[src/rtl/uart_rxq_pkg.sv]
// Package: types shared by the receive queue modules.
// Assumes the serial character format is fixed at 8 data bits.
package uart_rxq_pkg;
    localparam int CHAR_W = 8;

    // One queued receive entry: the character plus its two status tags.
    typedef struct packed {
        logic              brk;
        logic              ferr;
        logic [CHAR_W-1:0] ch;
    } rxq_entry_t;

    localparam int ENTRY_W = $bits(rxq_entry_t);
endpackage

[src/rtl/uart_rxq_count.sv]
// Occupancy counter and overrun detector for the receive queue.
// Decides whether a push or a pop is accepted this cycle. A push is accepted
// only when the queue is not full, whether or not a pop arrives in the same
// cycle. A pop is accepted only when the queue is not empty.
// Assumes push_req and pop_req are single-cycle requests.
module uart_rxq_count #(
    parameter int DEPTH = 64,
    parameter int CNT_W = $clog2(DEPTH + 1)
) (
    input  logic             clk,
    input  logic             rst_n,
    input  logic             push_req,
    input  logic             pop_req,
    output logic             push_ok,
    output logic             pop_ok,
    output logic [CNT_W-1:0] count,
    output logic             is_empty,
    output logic             is_full,
    output logic             ovr_pulse
);
    localparam logic [CNT_W-1:0] FULL_CNT = CNT_W'(DEPTH);

    assign is_empty = (count == '0);
    assign is_full  = (count == FULL_CNT);
    assign push_ok  = push_req && !is_full;
    assign pop_ok   = pop_req && !is_empty;

    // Track how many entries are stored.
    always_ff @(posedge clk) begin
        if (!rst_n) begin
            count <= '0;
        end else begin
            case ({push_ok, pop_ok})
                2'b10:   count <= count + 1'b1;
                2'b01:   count <= count - 1'b1;
                default: count <= count;
            endcase
        end
    end

    // Flag one cycle after a push that found the queue full.
    always_ff @(posedge clk) begin
        if (!rst_n) ovr_pulse <= 1'b0;
        else        ovr_pulse <= push_req && is_full;
    end


    count_bound_chk: assert property (@(posedge clk) disable iff (!rst_n)
        count <= FULL_CNT);


    ovr_cause_chk: assert property (@(posedge clk) disable iff (!rst_n)
        ovr_pulse |-> $past(push_req) && $past(is_full));


    full_hold_chk: assert property (@(posedge clk) disable iff (!rst_n)
        (is_full && push_req && !pop_req) |=> is_full && ovr_pulse);


    both_stable_chk: assert property (@(posedge clk) disable iff (!rst_n)
        (push_req && pop_req && !is_empty && !is_full) |=> $stable(count));


    reset_clear_chk: assert property (@(posedge clk)
        !rst_n |=> (count == '0) && !ovr_pulse);
endmodule

[src/rtl/uart_rxq_store.sv]
// Storage array and read/write pointers for the receive queue.
// Writes at the write pointer and shows the entry at the read pointer without
// a register stage. It trusts the counter to qualify wr_en and rd_en, so it
// never writes into a full queue or reads from an empty one.
// The storage array has no reset. Only the pointers are reset.
module uart_rxq_store
    import uart_rxq_pkg::*;
#(
    parameter int DEPTH = 64,
    parameter int PTR_W = (DEPTH > 1) ? $clog2(DEPTH) : 1
) (
    input  logic       clk,
    input  logic       rst_n,
    input  logic       wr_en,
    input  rxq_entry_t wr_entry,
    input  logic       rd_en,
    output rxq_entry_t head
);
    localparam logic [PTR_W-1:0] LAST = PTR_W'(DEPTH - 1);

    rxq_entry_t       mem [DEPTH];
    logic [PTR_W-1:0] wr_ptr;
    logic [PTR_W-1:0] rd_ptr;
    logic [PTR_W-1:0] wr_nxt;
    logic [PTR_W-1:0] rd_nxt;

    // Pointer advance: a power-of-two depth wraps by itself; any other depth
    // wraps by comparing against the last index.
    generate
        if ((1 << PTR_W) == DEPTH) begin : g_pow2
            assign wr_nxt = wr_ptr + 1'b1;
            assign rd_nxt = rd_ptr + 1'b1;
        end else begin : g_wrap
            assign wr_nxt = (wr_ptr == LAST) ? '0 : wr_ptr + 1'b1;
            assign rd_nxt = (rd_ptr == LAST) ? '0 : rd_ptr + 1'b1;
        end
    endgenerate

    // Store an accepted entry.
    always_ff @(posedge clk) begin
        if (wr_en) mem[wr_ptr] <= wr_entry;
    end

    // Move the pointers on accepted pushes and pops.
    always_ff @(posedge clk) begin
        if (!rst_n) begin
            wr_ptr <= '0;
            rd_ptr <= '0;
        end else begin
            if (wr_en) wr_ptr <= wr_nxt;
            if (rd_en) rd_ptr <= rd_nxt;
        end
    end

    assign head = mem[rd_ptr];
endmodule

[src/rtl/uart_rxq_top.sv]
// Receive character queue for a fast 8N1 serial port.
// Takes characters with framing and break flags, queues them, and shows the
// oldest entry as a tagged 32-bit data word. A read strobe on that word
// removes the entry. Also builds a 32-bit level word that holds the receive
// count and the transmit count supplied from outside.
// Assumes dat_rd lasts one cycle for each register read.
module uart_rxq_top
    import uart_rxq_pkg::*;
#(
    parameter int DEPTH = 64,
    parameter int LVL_W = 8
) (
    input  logic              clk,
    input  logic              rst_n,
    input  logic              rx_valid,
    input  logic [CHAR_W-1:0] rx_char,
    input  logic              rx_ferr,
    input  logic              rx_brk,
    input  logic              dat_rd,
    output logic [31:0]       dat_word,
    input  logic [LVL_W-1:0]  tx_level,
    output logic [31:0]       level_word,
    output logic              overrun
);
    localparam int CNT_W = $clog2(DEPTH + 1);
    localparam int PAD_W = 32 - ENTRY_W - 1;
    localparam int LPAD  = 32 - 2 * LVL_W;

    logic             push_ok;
    logic             pop_ok;
    logic             q_empty;
    logic             q_full;
    logic [CNT_W-1:0] q_count;
    rxq_entry_t       in_entry;
    rxq_entry_t       head;
    rxq_entry_t       shown;

    assign in_entry = '{brk: rx_brk, ferr: rx_ferr, ch: rx_char};

    uart_rxq_count #(.DEPTH(DEPTH), .CNT_W(CNT_W)) u_count (
        .clk      (clk),
        .rst_n    (rst_n),
        .push_req (rx_valid),
        .pop_req  (dat_rd),
        .push_ok  (push_ok),
        .pop_ok   (pop_ok),
        .count    (q_count),
        .is_empty (q_empty),
        .is_full  (q_full),
        .ovr_pulse(overrun)
    );

    uart_rxq_store #(.DEPTH(DEPTH)) u_store (
        .clk     (clk),
        .rst_n   (rst_n),
        .wr_en   (push_ok),
        .wr_entry(in_entry),
        .rd_en   (pop_ok),
        .head    (shown)
    );

    // Hide the stale tags of an empty queue; keep the character bits.
    always_comb begin
        head = shown;
        if (q_empty) begin
            head.brk  = 1'b0;
            head.ferr = 1'b0;
        end
    end

    // Data word: tags above the empty flag, character in the low byte.
    assign dat_word = {{PAD_W{1'b0}}, head.brk, head.ferr, q_empty, head.ch};

    // Level word: transmit count above the receive count.
    assign level_word = {{LPAD{1'b0}}, tx_level, LVL_W'(q_count)};


    empty_flag_chk: assert property (@(posedge clk) disable iff (!rst_n)
        dat_word[8] == (level_word[LVL_W-1:0] == '0));


    empty_read_chk: assert property (@(posedge clk) disable iff (!rst_n)
        (dat_word[8] && dat_rd && !rx_valid) |=> dat_word[8]);


    empty_both_chk: assert property (@(posedge clk) disable iff (!rst_n)
        (q_empty && dat_rd && rx_valid) |=> (level_word[LVL_W-1:0] == LVL_W'(1)));
endmodule

[config.mk]
export PLATFORM = sky130hd
export DESIGN_NAME = uart_rxq_top
export DESIGN_NICKNAME = d
export VERILOG_FILES = /design/src/rtl/uart_rxq_pkg.sv /design/src/rtl/uart_rxq_count.sv /design/src/rtl/uart_rxq_store.sv /design/src/rtl/uart_rxq_top.sv
export SDC_FILE = /design/constraint.sdc
export NUM_CORES = 1
export LEC_CHECK = 0
export BUFFER_PORTS_ARGS = -buffer_cell sky130_fd_sc_hd__buf_2
export CELL_PAD_IN_SITES_DETAIL_PLACEMENT = 1
export CELL_PAD_IN_SITES_GLOBAL_PLACEMENT = 2
export CORE_ASPECT_RATIO = 0.7
export CORE_MARGIN = 2
export CORE_UTILIZATION = 53
export CTS_CLUSTER_DIAMETER = 30
export DETAILED_ROUTE_END_ITERATION = 8
export HOLD_SLACK_MARGIN = 0.15
export PLACE_DENSITY = 0.94
export SYNTH_ARGS = -nofsm -noshare
export SYNTH_HDL_FRONTEND = slang
export SYNTH_SLANG_ARGS = --single-unit
[constraint.sdc]
create_clock -name clk -period 6.4 [get_ports clk]
set_input_delay 0.64 -clock clk [delete_from_list [all_inputs] [get_ports clk]]
set_output_delay 0.64 -clock clk [all_outputs]
set_load 0.05 [all_outputs]
# After elaboration in Yosys (flattened, before gate mapping)
# Memories as Yosys holds them, arrays and structs flattened. A register that Yosys moved wholly into a read port is not among the register bits.
# Cells that the tools add are included.
dict set report classes {
  n_addsub 4
  multipliers 0
  div_mod_pow 0
  n_lt_le_gt_ge 0
  n_eq_ne 3
  n_shift 0
  mux 6
  bitwise 0
  n_reduce_logical 7
}
# op count
set op_table {}
lappend op_table {{case mux 7 bit (2 select lines)} 1}
lappend op_table {{adder 6 x 1 -> 6 bit (second input constant)} 2}
lappend op_table {{2-to-1 mux 6 bit} 2}
lappend op_table {{adder 7 x 1 -> 7 bit (second input constant)} 1}
lappend op_table {{equality test 7 bit (second input constant)} 1}
lappend op_table {{logical NOT 7 bit} 1}
lappend op_table {{subtractor 7 x 1 -> 7 bit (second input constant)} 1}
lappend op_table {{logical AND 1 bit} 3}
lappend op_table {{equality test 2 x 1 -> 1 bit (second input constant)} 1}
lappend op_table {{equality test 2 bit (second input constant)} 1}
lappend op_table {{logical NOT 1 bit} 2}
lappend op_table {{2-to-1 mux 1 bit} 2}
lappend op_table {{2-to-1 mux 2 bit} 1}
lappend op_table {{nonzero test 2 bit} 1}
dict set report word_totals {
  reg_bits 20
  latch_bits 0
  ram_bits 640
  romBits 0
  inputBits 22
  output_inout_bits 65
  elab_cells 25
  memories 1
}
# name depth word_bits rd rd_ports_with_merged_regs write_ports line
set mem_list {}
lappend mem_list {u_store.mem 64 10 1 1 1 uart_rxq_store.sv:21} ;# rxq_entry_t mem [DEPTH];

# Depth between registers and ports, before layout
# Gate-level depths: netlist of the first run.
dict set report logic_depth {
  depth_word 5
  mapped_depth 15
}

# Modules after synthesis
# A second synthesis of the first run with hierarchy kept.
dict set report unflattened {
  hier_cells 1297
  hier_area_um2 26450.4
}
# mod instances cells_each area_per_inst_um2
set modules_own_cells {}
lappend modules_own_cells {uart_rxq_store 1 1173 25497.0}
lappend modules_own_cells {uart_rxq_count 1 74 584.3}
lappend modules_own_cells {uart_rxq_top 1 50 369.1}

# Least setup slack after synthesis of the first run
# OpenSTA, ideal clock, no wires.
dict set report synth_path {
  path_kind {register to register}
  from {register u_count.count[0]}
  to {register u_count.count[4]}
  t_arrival_ns 3.549
  required_ns 6.328
  slack_ns 2.779
  path_stages_with_launch 15
  synth_period_minus_slack_ns 3.621
  path_cell_list {dfxtp_1 -> buf_2 -> or3_1 -> clkbuf_1 -> o31a_1 -> buf_2 -> inv_1 -> ha_1 -> clkbuf_1 -> clkbuf_1 -> xor2_1 -> ha_1 -> a21oi_1 -> a2111oi_2 -> mux2i_1}
}
dict set report synth_between {
  elab_chain_cells 5
  word_cells_on_any_way 12
}
# item line
set synth_rtl {}
lappend synth_rtl {{start: declaration} uart_rxq_count.sv:16} ;# output logic [CNT_W-1:0] count,
lappend synth_rtl {{start signal: assignment} uart_rxq_count.sv:34} ;# 2'b10: count <= count + 1'b1;
lappend synth_rtl {{start signal: assignment} uart_rxq_count.sv:35} ;# 2'b01: count <= count - 1'b1;
lappend synth_rtl {{start signal: assignment} uart_rxq_count.sv:36} ;# default: count <= count;
lappend synth_rtl {{parallel branches: the longest is 5 deep, another holds subtractor 7 x 1 -> 7 bit} n/a}
# Several ways; the timed one is not identified.
# A chain may end at the register's enable or synchronous reset.

==> results.md, run 1 <==
- Status: complete, no violations
- Clock period minus worst slack: around 4.7 ns
- CTS tree: built
- Worst reg2reg path startpoint: u_count.count[2]
- Drt initial violations: 2079
- Synth Instances: 1297
- Crit path DAT: 4.07 ns
- Total CTS buffers: 100
- Tcrit/Tclk final: ~74%
- Rows: 68
- CP cell instances: buf_12 > mux4_2 > mux2i_1 > a211o_1 > nand2b_1 > o2111ai_1 > buf_2
- Crit end category: primary output
- Gpl congestion: 0.800
- Slowest-stage cell, CP: dfxtp_4
- GRT busiest layer: met2
- Clock Skews: 0.0329 ns
- Post-synth EDFFs: 640
- Met1 Usage GRT: just under 40%
- Synth Area in Compound Gates: 1.93%
- Pre-CTS WS: 2.41 ns
- Maximum clock insertion buffer count: 3
- Synth top area share: between 70 and 80%
- Die X-Extent: 272 um
- Die area: 51900 um^2
- Max_cap viols: 0
- Die Y-Extent: approximately 190 um
- RSZ-0062 raised after global routing: false
- Worst slew pin tran: 1.43 ns
- Min-delay src: rx_valid
- TritonRoute pass-1 iters: 6
- Final setup fails: 0
- Gr usage total: 27.9%
- Post-synthesis sequential area ratio: 74.3%
- Final Hold Viols: 0
- Largest family of logic cells by synthesized area: multiplexers
- Seq cells post-synth: ~670
- FMAX: 212 MHz
- Antenna-violating nets left: 0
- Post-route setup slack: 1.69 ns
- Mapped cell area: about 27000 um^2
- Post-Route WL: 71000 um
- Kind of critical path: flip-flop to primary output
- Leak: 9.52 nW
- Vias in the first global route: 14201
- First-pass GRT wire length: 102000 um
- GR Layer Usage met2: a little over two fifths
- Ys flop type: edfxtp_1
- Vias per cell: approximately 6.5
- Final core occ: between 60% and 70%
- Initial Utilization: 53.8%
- Routed length per instance: 33.7 um
- Commonest non-fill, non-tap cells in the layout: 640 x edfxtp_1, 179 x mux4_2, 104 x clkbuf_16
- Setup_tns: 0 ns
- Post-synthesis mux area share: 16.7%
- Clock Latency Late Sink: 0.66 ns
- Met3 Use GR: ~7.7%
- Largest net degree at the start of global routing: 161
- Synthesized-area fraction occupied by adder cells: 0.188%
- Synth top area cells: edfxtp_1 72%, mux4_2 15%, dfxtp_1 2.0%
- CTS resizes: 0
- Critical path startpoint category: flip-flop
- Post-route DRC: 0
- Async SR Flop Fraction: 0%
- Synth Area in XOR/XNOR: 0.363%
- DP HPWL: between 30000 and 40000 um
- Largest area contributor in the netlist: edfxtp_1
- Worst reg2reg setup slack: 2.28 ns
- Simple-gate portion of the synthesized area: 3.77%
- Share of cells above drive strength 1: 27.6%
- YS warnings: 0
- Commonest non-fill, non-tap cell in the layout: edfxtp_1
- Placed cell count: 1914
- Ports: 87
- Clk pin slew, worst setup/hold paths: 0.05 ns
- Non-filler cells, final: roughly 2100
- Grt total ovfl: 0
- Slew Viols, Final: 0
- CP Max Fanout: 65
- H-tree levels: 3
- PortBufs: 32
- Routed via count: 13784
- Relative slew slack: 4.49%
- Crit-path max cell delay: 0.80 ns
- NumNets Final: 1379
- CTS sink cnt: 666
- Pwr dens: 419 nW/um^2
- Setup Buffers After CTS: 0
- CTS root buf: clkbuf_16
- Initial antenna violation count: 1
- Crit path required time: 5.76 ns
- Unique masters post-synth: 57
- Area growth syn-to-layout: 14.9%
- Max IR drop VDD: slightly below 0.4 mV
- Core Footprint: around 49000 um^2
- Synth Area per Inst: 20.5 um^2
- Hold WC Path Type: primary input to flip-flop
- Hold-fix buffers, CTS: 0
synthesized netlist by cell type, types with 13 or more instances:
library cell	number
edfxtp_1	640
mux4_2	179
nor2_1	76
buf_4	52
mux2i_1	40
clkbuf_1	37
nand2_1	36
dfxtp_1	26
buf_2	21
a22oi_1	17
and2_1	17
nor2b_1	13
critical path, delay by kind of cell, from the launching register on:
| kind | cells | cell delay, ns |
|---|---|---|
| and+or+nand+nor | 1 | 0.14 |
| muxes | 2 | 1.17 |
| DFF | 1 | 0.80 |
| buffers and inverters | 2 | 0.74 |
| AOI/OAI and AO/OA | 2 | 0.43 |
per-stage QoR:
step / power (mW) / hold slack, ns / cell area, um^2
global route: 13.1 / 0.250 / 30500
detailed placement: 7.27 / 0.503 / 27100
finish: 12.8 / 0.275 / 30500
global placement: 7.19 / 0.488 / 27100
floorplan: 6.68 / 0.472 / 26700
CTS: 12.8 / 0.238 / 30500
path summary, 6_finish.rpt:
check,to,cells past startpoint
setup reg to reg,u_store.mem[11][5],5
hold reg to reg,flip-flop,2
setup / recovery,dat_word[1],7
hold / removal,u_count.ovr_pulse,3
cells by family (layout without fill, tap and decap cells):
| logic type | Yosys count | in the layout |
|---|---|---|
| compound gates | 67 | 67 |
| xor+xnor | 11 | 11 |
| fa+ha+maj | 4 | 4 |
| buf+inv | 127 | 232 |
| flops | 666 | 666 |
| mux | 219 | 219 |
| other cells | 1 | 39 |
| simple gates | 202 | 202 |
metal layers:
metal	wire, um	vias up
met5	13	-
met4	1750	2
met3	7450	157
met2	34100	931
met1	27600	7298
li1	-	5396
area by class of cell:
type	count	area [um^2]
clock buffers	121	2690
multi-input cells	541	6230
repair buffers	40	285
fillers	4076	18800
flip-flops and latches	666	19800
diodes	1	2.50
inverters	4	15.0
well taps	665	832
clock inverters	67	718
power breakdown:
group | switching (mW) | internal (mW)
clock network | 2.15 | 3.41
logic | 1.37 | 0.907
registers | 0.116 | 4.84
total | 3.63 | 9.15
flip-flops by register name, summed over array words and instances (netlist names), named ones only:
register	flops
u_count.count	7
u_count.ovr_pulse	1
u_store.mem	640
u_store.rd_ptr	6
u_store.wr_ptr	6
Note: power is estimated with default switching activity, not from simulation.
==> run 2: changes to the inputs <==
--- a/config.mk
+++ b/config.mk
@@ -5,16 +5,17 @@
 export SDC_FILE = /design/constraint.sdc
 export NUM_CORES = 1
 export LEC_CHECK = 0
+export ABC_AREA = 1
 export BUFFER_PORTS_ARGS = -buffer_cell sky130_fd_sc_hd__buf_2
 export CELL_PAD_IN_SITES_DETAIL_PLACEMENT = 1
 export CELL_PAD_IN_SITES_GLOBAL_PLACEMENT = 2
 export CORE_ASPECT_RATIO = 0.7
 export CORE_MARGIN = 2
-export CORE_UTILIZATION = 53
+export CORE_UTILIZATION = 39
 export CTS_CLUSTER_DIAMETER = 30
 export DETAILED_ROUTE_END_ITERATION = 8
 export HOLD_SLACK_MARGIN = 0.15
-export PLACE_DENSITY = 0.94
+export PLACE_DENSITY = 0.84
 export SYNTH_ARGS = -nofsm -noshare
 export SYNTH_HDL_FRONTEND = slang
 export SYNTH_SLANG_ARGS = --single-unit
==> constraint.sdc (replaced) <==
create_clock -name clk -period 3.9 [get_ports clk]
set_input_delay 0.39 -clock clk [delete_from_list [all_inputs] [get_ports clk]]
set_output_delay 0.39 -clock clk [all_outputs]
set_load 0.05 [all_outputs]
==> run 2 against run 1 <==
Compared with the run above: synthesized area increased by 1.8%; global-route usage fell by 4.8 points; combinational power rose by 100%; power is 76% higher; cell area rose by 5.6%; register-to-register slack worse by 1.5 ns.
==> results.md, run 2 <==
- Crit-path max cell delay: 0.41 ns (was 0.80 ns)
- RSZ-0062 raised after global routing: false (unchanged)
- Grt total ovfl: 0 (unchanged)
- Synth top area share: 71.1% (was 72.4%)
- Clock Latency Late Sink: 0.67 ns (was 0.66 ns)
- Post-route DRC: 0 (unchanged)
- Pwr dens: 697 nW/um^2 (was 419 nW/um^2)
- Largest area contributor in the netlist: edfxtp_1 (unchanged)
- Initial antenna violation count: 5 (was 1)
- Pint: 15.5 mW (was 9.15 mW)
- Max reg flops: 640 (unchanged)
- Hold WC Path Type: primary input to flip-flop (unchanged)
- TritonRoute pass-1 iters: 5 (was 6)
- Clock period minus worst slack: 3.75 ns
- Unique masters post-synth: 33 (was 57)
- Maximum clock insertion buffer count: 3 (unchanged)
- Crit path DAT: 3.36 ns (was 4.07 ns)
- Clock Skews: 0.0207 ns (was 0.0329 ns)
- FF/Latch Area: 19700 um^2 (was 19800 um^2)
- Routed length per instance: 25.2 um (was 33.7 um)
- Seq pwr share: 35.9% (was 38.8%)
- Area growth syn-to-layout: 19.2% (was 14.9%)
- Final core occ: 47.1% (was 61.9%)
- CTS root buf: clkbuf_16 (unchanged)
- FMAX: 267 MHz
- Synth Area per Inst: 12.3 um^2 (was 20.5 um^2)
- Synth top cells by count: 640 x edfxtp_1, 453 x nor2_1, 355 x o21ai_0 (was 640 x edfxtp_1, 179 x mux4_2, 76 x nor2_1)
- CTS sink cnt: 666 (unchanged)
- Final Hold Viols: 0 (unchanged)
- Synth Instances: 2195 (was 1297)
- Post-synth EDFFs: 640 (unchanged)
- CP cell instances: inv_4 > buf_4 > o21ai_0 > o221ai_1 > nand3_1 > nand3_1 > nand3_1 > a21oi_1 > buf_2 (was buf_12 > mux4_2 > mux2i_1 > a211o_1 > nand2b_1 > o2111ai_1 > buf_2)
- Gr usage total: 23.1% (was 27.9%)
- Max_cap viols: 0 (unchanged)
- Kind of critical path: flip-flop to primary output (unchanged)
- Ys flop type: edfxtp_1 (unchanged)
- Largest net degree at the start of global routing: 93 (was 161)
- Max IR drop VDD: 0.481 mV (was 0.390 mV)
- Core Footprint: 68400 um^2 (was 49300 um^2)
- PortBufs: 32 (unchanged)
- Tcrit/Tclk final: around 96%
- Switch share: 31.1% (was 28.4%)
- NumNets Final: 2329 (was 1379)
- Drt initial violations: 2207 (was 2079)
- Total CTS buffers: 108 (was 100)
- Commonest non-fill, non-tap cells in the layout: 640 x edfxtp_1, 453 x nor2_1, 354 x o21ai_0 (was 640 x edfxtp_1, 179 x mux4_2, 104 x clkbuf_16)
- Antenna-violating nets left: 0 (unchanged)
- Gpl congestion: 0.844 (was 0.800)
- Post-Route WL: 83000 um (was 71000 um)
- Setup_tns: 0 ns (unchanged)
- Slowest-stage cell, CP: dfxtp_4 (unchanged)
- Vias in the first global route: 19444 (was 14201)
- CP most frequent cell: nand3_1
- Slew Viols, Final: 0 (unchanged)
- Cell family with most CP delay: buffers and inverters (was multiplexers)
- Crit end category: primary output (unchanged)
- Commonest non-fill, non-tap cell in the layout: edfxtp_1 (unchanged)
- CTS tree: built (unchanged)
- First-pass GRT wire length: 123000 um (was 102000 um)
- Non-filler cells, final: 3299 (was 2105)
- H-tree levels: 3 (unchanged)
- Number of filler cells placed in the layout: 7010 (was 4076)
- Routed via count: 18659 (was 13784)
- Ports: 87 (unchanged)
- DP HPWL: 48800 um (was 38300 um)
- Share of cells above drive strength 1: 13.8% (was 27.6%)
- Total power: 22.5 mW (was 12.8 mW)
- CP Max Fanout: 26 (was 65)
- Status: complete, no violations (unchanged)
- Mapped cell area: 27000 um^2 (was 26600 um^2)
- Placed cell count: 3090 (was 1914)
- Vias per cell: 5.66 (was 6.55)
- Comb pwr share: 20.4% (was 17.8%)
- Die area: 71500 um^2 (was 51900 um^2)
- Synth top area cells: edfxtp_1 71%, o21ai_0 6.6%, nor2_1 6.3% (was edfxtp_1 72%, mux4_2 15%, dfxtp_1 2.0%)
- NetSw: 7.00 mW (was 3.63 mW)
- Clock share of power: 43.7% (was 43.5%)
- Largest Register: u_store.mem (unchanged)
- Crit path required time: 3.51 ns (was 5.76 ns)
- Multi-input logic area: 6260 um^2 (was 6230 um^2)
- Clk pin slew, worst setup/hold paths: 0.05 ns (about the same)
- Post-synthesis sequential area ratio: 73.0% (was 74.3%)
- Die X-Extent: 319 um (was 272 um)
- Rows: 80 (was 68)
- Worst slew pin tran: 1.26 ns (was 1.43 ns)
- Seq cells post-synth: 666 (unchanged)
- Relative slew slack: 16.3% (was 4.49%)
- YS warnings: 0 (unchanged)
- Leak: 11.0 nW (was 9.52 nW)
- Worst Path Buf+Inv: 3 (was 2)
- Largest regs: u_store.mem: 640 flops, u_count.count: 7 flops (unchanged)
- Critical path startpoint category: flip-flop (unchanged)
- Async SR Flop Fraction: 0% (unchanged)
- Final setup fails: 0 (unchanged)
- Initial Utilization: 39.6% (was 53.8%)
- Most numerous cell in the Yosys netlist: edfxtp_1 (unchanged)
- Die Y-Extent: 224 um (was 191 um)
==> run 2: changes by cell type after synthesis, sizes merged, moves of 52 or more <==
cell and change:
nand3 +52, nand2 +110, mux4 -179, nor2 +379, o22ai +126, o21ai +387
==> run 2: area by class of cell <==
cell class / count / area share, %
tap: 902 / 3.50
antenna: 1 / 0.00777
inverter: 41 / 0.536
multi-input combinational: 1338 / 19.4
timing repair buffer: 148 / 3.68
clock inverter: 77 / 2.79
sequential: 666 / 61.3
clock buffer: 126 / 8.79
==> run 2: path summary, 6_finish.rpt <==
kind,depth (start not counted),slack [ns],end,start
max,9,0.15,dat_word[9],flip-flop
min,1,0.29,u_store.mem[32][9],rx_brk
max reg2reg,15,0.75,u_count.count[5],u_count.count[2]
min reg2reg,2,0.50,u_store.rd_ptr[5],u_store.rd_ptr[5]
==> run 2: timing repair <==
| item | 4_1_cts | 5_1_grt |
|---|---|---|
| setup endpoints to repair | 0 | 10 |
| buffers inserted | 0 | 1 |
| resized for setup | 0 | 4 |
| hold endpoints to repair | 12 | 0 |
| hold buffers | 4 | 0 |
==> run 2: logic make-up (layout without fill, tap and decap cells) <==
logic type / Yosys count / in the layout / synth area share [%]
buffers and inverters: 228 / 392 / 4.42
AND/OR/NAND/NOR: 684 / 684 / 9.98
flip-flops: 666 / 666 / 73.0
AO/OA/AOI/OAI: 604 / 604 / 12.2
other: 1 / 39 / 0.0139
XOR/XNOR: 8 / 8 / 0.259
adder cells (fa/ha/maj): 4 / 4 / 0.185
==> run 2: worst register-to-register path, cell delays in order (launching register included) <==
cell and delay (ns):
dfxtp_1 0.37, nor2_1 0.13, nand2_1 0.11, nor2_2 0.63, nor2_2 0.27, ha_1 0.43
nand2_1 0.12, inv_1 0.06, nor2_1 0.25, nand4_1 0.13, nand3_1 0.16, nand2_1 0.08
nand3_1 0.08, nand3_1 0.09, nand2_1 0.09, inv_1 0.04
==> run 2: metrics by stage <==
step / area, um^2 / worst slack [ns] / hold WS [ns]
2_1_floorplan: 27200 / 1.34 / 0.448
3_3_place_gp: 28400 / 0.805 / 0.458
3_5_place_dp: 28400 / 0.743 / 0.485
4_1_cts: 32200 / 0.0262 / 0.258
5_1_grt: 32200 / 0.0481 / 0.295
6_report: 32200 / 0.148 / 0.292
==> run 2: metal layers <==
| metal | wire length, um | part of all wire, % | global-route usage (%) |
|---|---|---|---|
| met3 | 6690 | 8.1 | 5.43 |
| met5 | 12 | 0.014 | 0 |
| met1 | 36000 | 43 | 31.9 |
| met4 | 2150 | 2.6 | 7.64 |
| met2 | 38200 | 46 | 36.1 |
==> run 2: power groups by stage <==
stage | Sequential [mW] | Clock [mW] | Combinational (mW)
after floorplan | 8.25 | 0 | 2.86
after global placement | 8.21 | 0 | 4.33
after detailed placement | 8.21 | 0 | 4.46
after CTS | 8.08 | 9.89 | 4.54
after global routing | 8.08 | 10.2 | 4.99
final | 8.07 | 9.81 | 4.58
==> run 3: changes to the inputs <==
--- a/config.mk
+++ b/config.mk
@@ -9,7 +9,7 @@
 export BUFFER_PORTS_ARGS = -buffer_cell sky130_fd_sc_hd__buf_2
 export CELL_PAD_IN_SITES_DETAIL_PLACEMENT = 1
 export CELL_PAD_IN_SITES_GLOBAL_PLACEMENT = 2
-export CORE_ASPECT_RATIO = 0.7
+export CORE_ASPECT_RATIO = 2
 export CORE_MARGIN = 2
 export CORE_UTILIZATION = 39
 export CTS_CLUSTER_DIAMETER = 30
==> run 3 against run 2 <==
Compared with the run above: register-to-register slack worse by 0.12 ns; clock power down 25%; die area up 0.13%; sequential share of layout area up 2.1 points; combinational power up 1%; critical path depth up 1; global-route usage up 0.21 points; critical path type unchanged; highest routed layer is now met4.
==> results.md, run 3 (synthesized netlist as in run 2, its figures left out) <==
- Crit-path max cell delay: 0.45 ns (was 0.41 ns)
- Core Footprint: 68700 um^2 (was 68400 um^2)
- Critical R2R Capture: u_store.mem[59][1] (was u_count.count[5])
- DP HPWL: 51700 um (was 48800 um)
- Antenna-violating nets left: 0 (unchanged)
- Critical path depth in cells: 10 (was 9)
- Post-Route WL: 83200 um (was 83000 um)
- Total CTS buffers: 74 (was 108)
- Final setup fails: 0 (unchanged)
- Worst slew pin tran: 1.22 ns (was 1.26 ns)
- Pwr dens: 642 nW/um^2 (was 697 nW/um^2)
- Area growth syn-to-layout: 15.3% (was 19.2%)
- Routed length per instance: 25.8 um (was 25.2 um)
- Area post-placement: 28500 um^2 (was 28400 um^2)
- Commonest non-fill, non-tap cell in the layout: edfxtp_1 (unchanged)
- Die Y-Extent: 376 um (was 224 um)
- Post-route cell area: 31200 um^2 (was 32200 um^2)
- Final core occ: 45.3% (was 47.1%)
- First-pass GRT wire length: 121000 um (was 123000 um)
- Gpl congestion: 0.841 (was 0.844)
- Crit path DAT: 3.48 ns (was 3.36 ns)
- Kind of critical path: flip-flop to primary output (unchanged)
- Largest Register: u_store.mem (unchanged)
- TritonRoute pass-1 iters: 5 (unchanged)
- Critical path startpoint category: flip-flop (unchanged)
- Routed via count: 18285 (was 18659)
- CTS tree: built (unchanged)
- FMAX: 258 MHz (was 267 MHz)
- Clock Latency Late Sink: 0.65 ns (was 0.67 ns)
- Max_cap viols: 0 (unchanged)
- Worst reg2reg setup slack: 0.63 ns (was 0.75 ns)
- CTS root buf: clkbuf_16 (unchanged)
- NumNets Final: 2299 (was 2329)
- Max IR drop VDD: 0.572 mV (was 0.481 mV)
- Vias in the first global route: 19262 (was 19444)
- Status: complete, no violations (unchanged)
- Largest regs: u_store.mem: 640 flops, u_count.count: 7 flops (unchanged)
- CP most frequent cell: nand2_1 (was nand3_1)
- Setup Buffers After CTS: 0 (unchanged)
- Ant. Diodes: 0 (was 1)
- Largest net degree at the start of global routing: 163 (was 93)
- Crit path required time: 3.51 ns (about the same)
- Leak: 10.5 nW (was 11.0 nW)
- Crit path to: dat_word[0] (was dat_word[9])
- Worst r2r path cells: 8 (was 15)
- CP cell instances: buf_16 > o21ai_1 > o22ai_1 > nand2_1 > nand2_1 > a21oi_1 > o21ai_1 > nand3_1 > nand2_1 > buf_4 (was inv_4 > buf_4 > o21ai_0 > o221ai_1 > nand3_1 > nand3_1 > nand3_1 > a21oi_1 > buf_2)
- Cell family with most CP delay: compound AO/OA/AOI/OAI gates (was buffers and inverters)
- Post-route DRC: 0 (unchanged)
- Hold WC Path Type: primary input to flip-flop (unchanged)
- Relative slew slack: 18.1% (was 16.3%)
- Crit end category: primary output (unchanged)
- Initial Utilization: 39.3% (was 39.6%)
- Worst Path Buf+Inv: 2 (was 3)
- CP Max Fanout: 162 (was 26)
- Ports: 87 (unchanged)
- Die X-Extent: 190 um (was 319 um)
- H-tree levels: 3 (unchanged)
- Drt initial violations: 1569 (was 2207)
- Initial antenna violation count: 0 (was 5)
- Gr usage total: 23.3% (was 23.1%)
- Final Hold Viols: 0 (unchanged)
- Vias per cell: 5.66 (about the same)
- Share of cells above drive strength 1: 12.3% (was 13.8%)
- Max reg flops: 640 (unchanged)
- Clk pin slew, worst setup/hold paths: 0.06 ns (was 0.05 ns)
- Clock Skews: 0.0172 ns (was 0.0207 ns)
- Tcrit/Tclk final: 99.2% (was 96.2%)
- Rows: 136 (was 80)
- Grt total ovfl: 0 (unchanged)
- Number of filler cells placed in the layout: 7202 (was 7010)
- Slowest-stage cell, CP: dfxtp_4 (unchanged)
- Worst reg2reg path startpoint: u_count.count[2] (unchanged)
- RSZ-0062 raised after global routing: true (was false)
- Die area: 71600 um^2 (was 71500 um^2)
- Commonest non-fill, non-tap cells in the layout: 640 x edfxtp_1, 453 x nor2_1, 352 x o21ai_0 (was 640 x edfxtp_1, 453 x nor2_1, 354 x o21ai_0)
- Clock period minus worst slack: 3.87 ns (was 3.75 ns)
- PortBufs: 32 (unchanged)
- CTS sink cnt: 666 (unchanged)
- Slew Viols, Final: 0 (unchanged)
- Maximum clock insertion buffer count: 3 (unchanged)
run 3: cell count changes in the layout (fill, tap and decap cells not counted), sizes merged:
cell      before  now
buf          144  148
bufinv        16    7
clkbuf       126   85
clkinv        36   16
clkinvlp      15    6
diode          1    0
inv           51   64
run 3: worst min-delay path by stage:
stage | start | to | slack [ns] | depth (start not counted)
2_1_floorplan | u_store.rd_ptr[5] | flip-flop | 0.45 | 2
3_3_place_gp | u_store.rd_ptr[5] | u_store.rd_ptr[5] | 0.46 | 2
3_5_place_dp | u_store.rd_ptr[5] | flip-flop | 0.47 | 2
4_1_cts | dat_rd | u_store.rd_ptr[0] | 0.19 | 4
5_1_grt | dat_rd | u_store.rd_ptr[0] | 0.22 | 4
6_report | dat_rd | u_store.rd_ptr[0] | 0.21 | 4
run 3: where the power goes:
| group | leakage [nW] | internal [mW] | switching [mW] |
|---|---|---|---|
| logic | 3.29 | 1.21 | 3.42 |
| clock network | 1.25 | 4.23 | 3.12 |
| registers | 5.97 | 7.93 | 0.0961 |
| total | 10.5 | 13.4 | 6.63 |
run 3: cell type report:
cell class | instances | area [um^2] | area share (%)
Timing Repair Buffer | 152 | 1270 | 4.07
Multi-Input combinational cell | 1338 | 6270 | 20.1
Inverter | 41 | 171 | 0.550
Sequential cell | 666 | 19700 | 63.3
Tap cell | 897 | 1120 | 3.60
Clock buffer | 85 | 1970 | 6.31
Clock inverter | 52 | 627 | 2.01
run 3: worst reg2reg max path, delay by kind of cell (launching register included):
kind,cells,cell delay [ns]
AO/OA/AOI/OAI,1,0.16
buffers and inverters,2,0.48
flip-flops,1,0.44
AND/OR/NAND/NOR,5,1.89
run 3: timing repair:
item	in CTS	in global routing
gates cloned	0	0
hold endpoints to repair	18	0
setup endpoints to repair	5	7
hold buffers	4	0
resized for setup	6	5
run 3: metal layers:
metal | GRT usage (%) | wire (um) | vias to the layer above
li1 | - | - | 8077
met1 | 24.7 | 29100 | 9353
met2 | 42.0 | 43900 | 618
met3 | 3.07 | 3930 | 237
met4 | 17.0 | 6220 | 0
met5 | 0 | 0 | -
run 3: stage by stage:
| step | std cells | TNS (ns) | power, mW | worst slack, ns | hold slack, ns |
|---|---|---|---|---|---|
| 5_1_grt | 3231 | -0.00537 | 20.7 | -0.00537 | 0.218 |
| 3_5_place_dp | 3090 | 0 | 12.8 | 0.419 | 0.473 |
| 4_1_cts | 3231 | 0 | 20.1 | 0.00220 | 0.191 |
| 2_1_floorplan | 2232 | 0 | 11.1 | 1.34 | 0.448 |
| 3_3_place_gp | 3090 | 0 | 12.6 | 0.486 | 0.456 |
| 6_report | 3231 | 0 | 20.0 | 0.0312 | 0.213 |
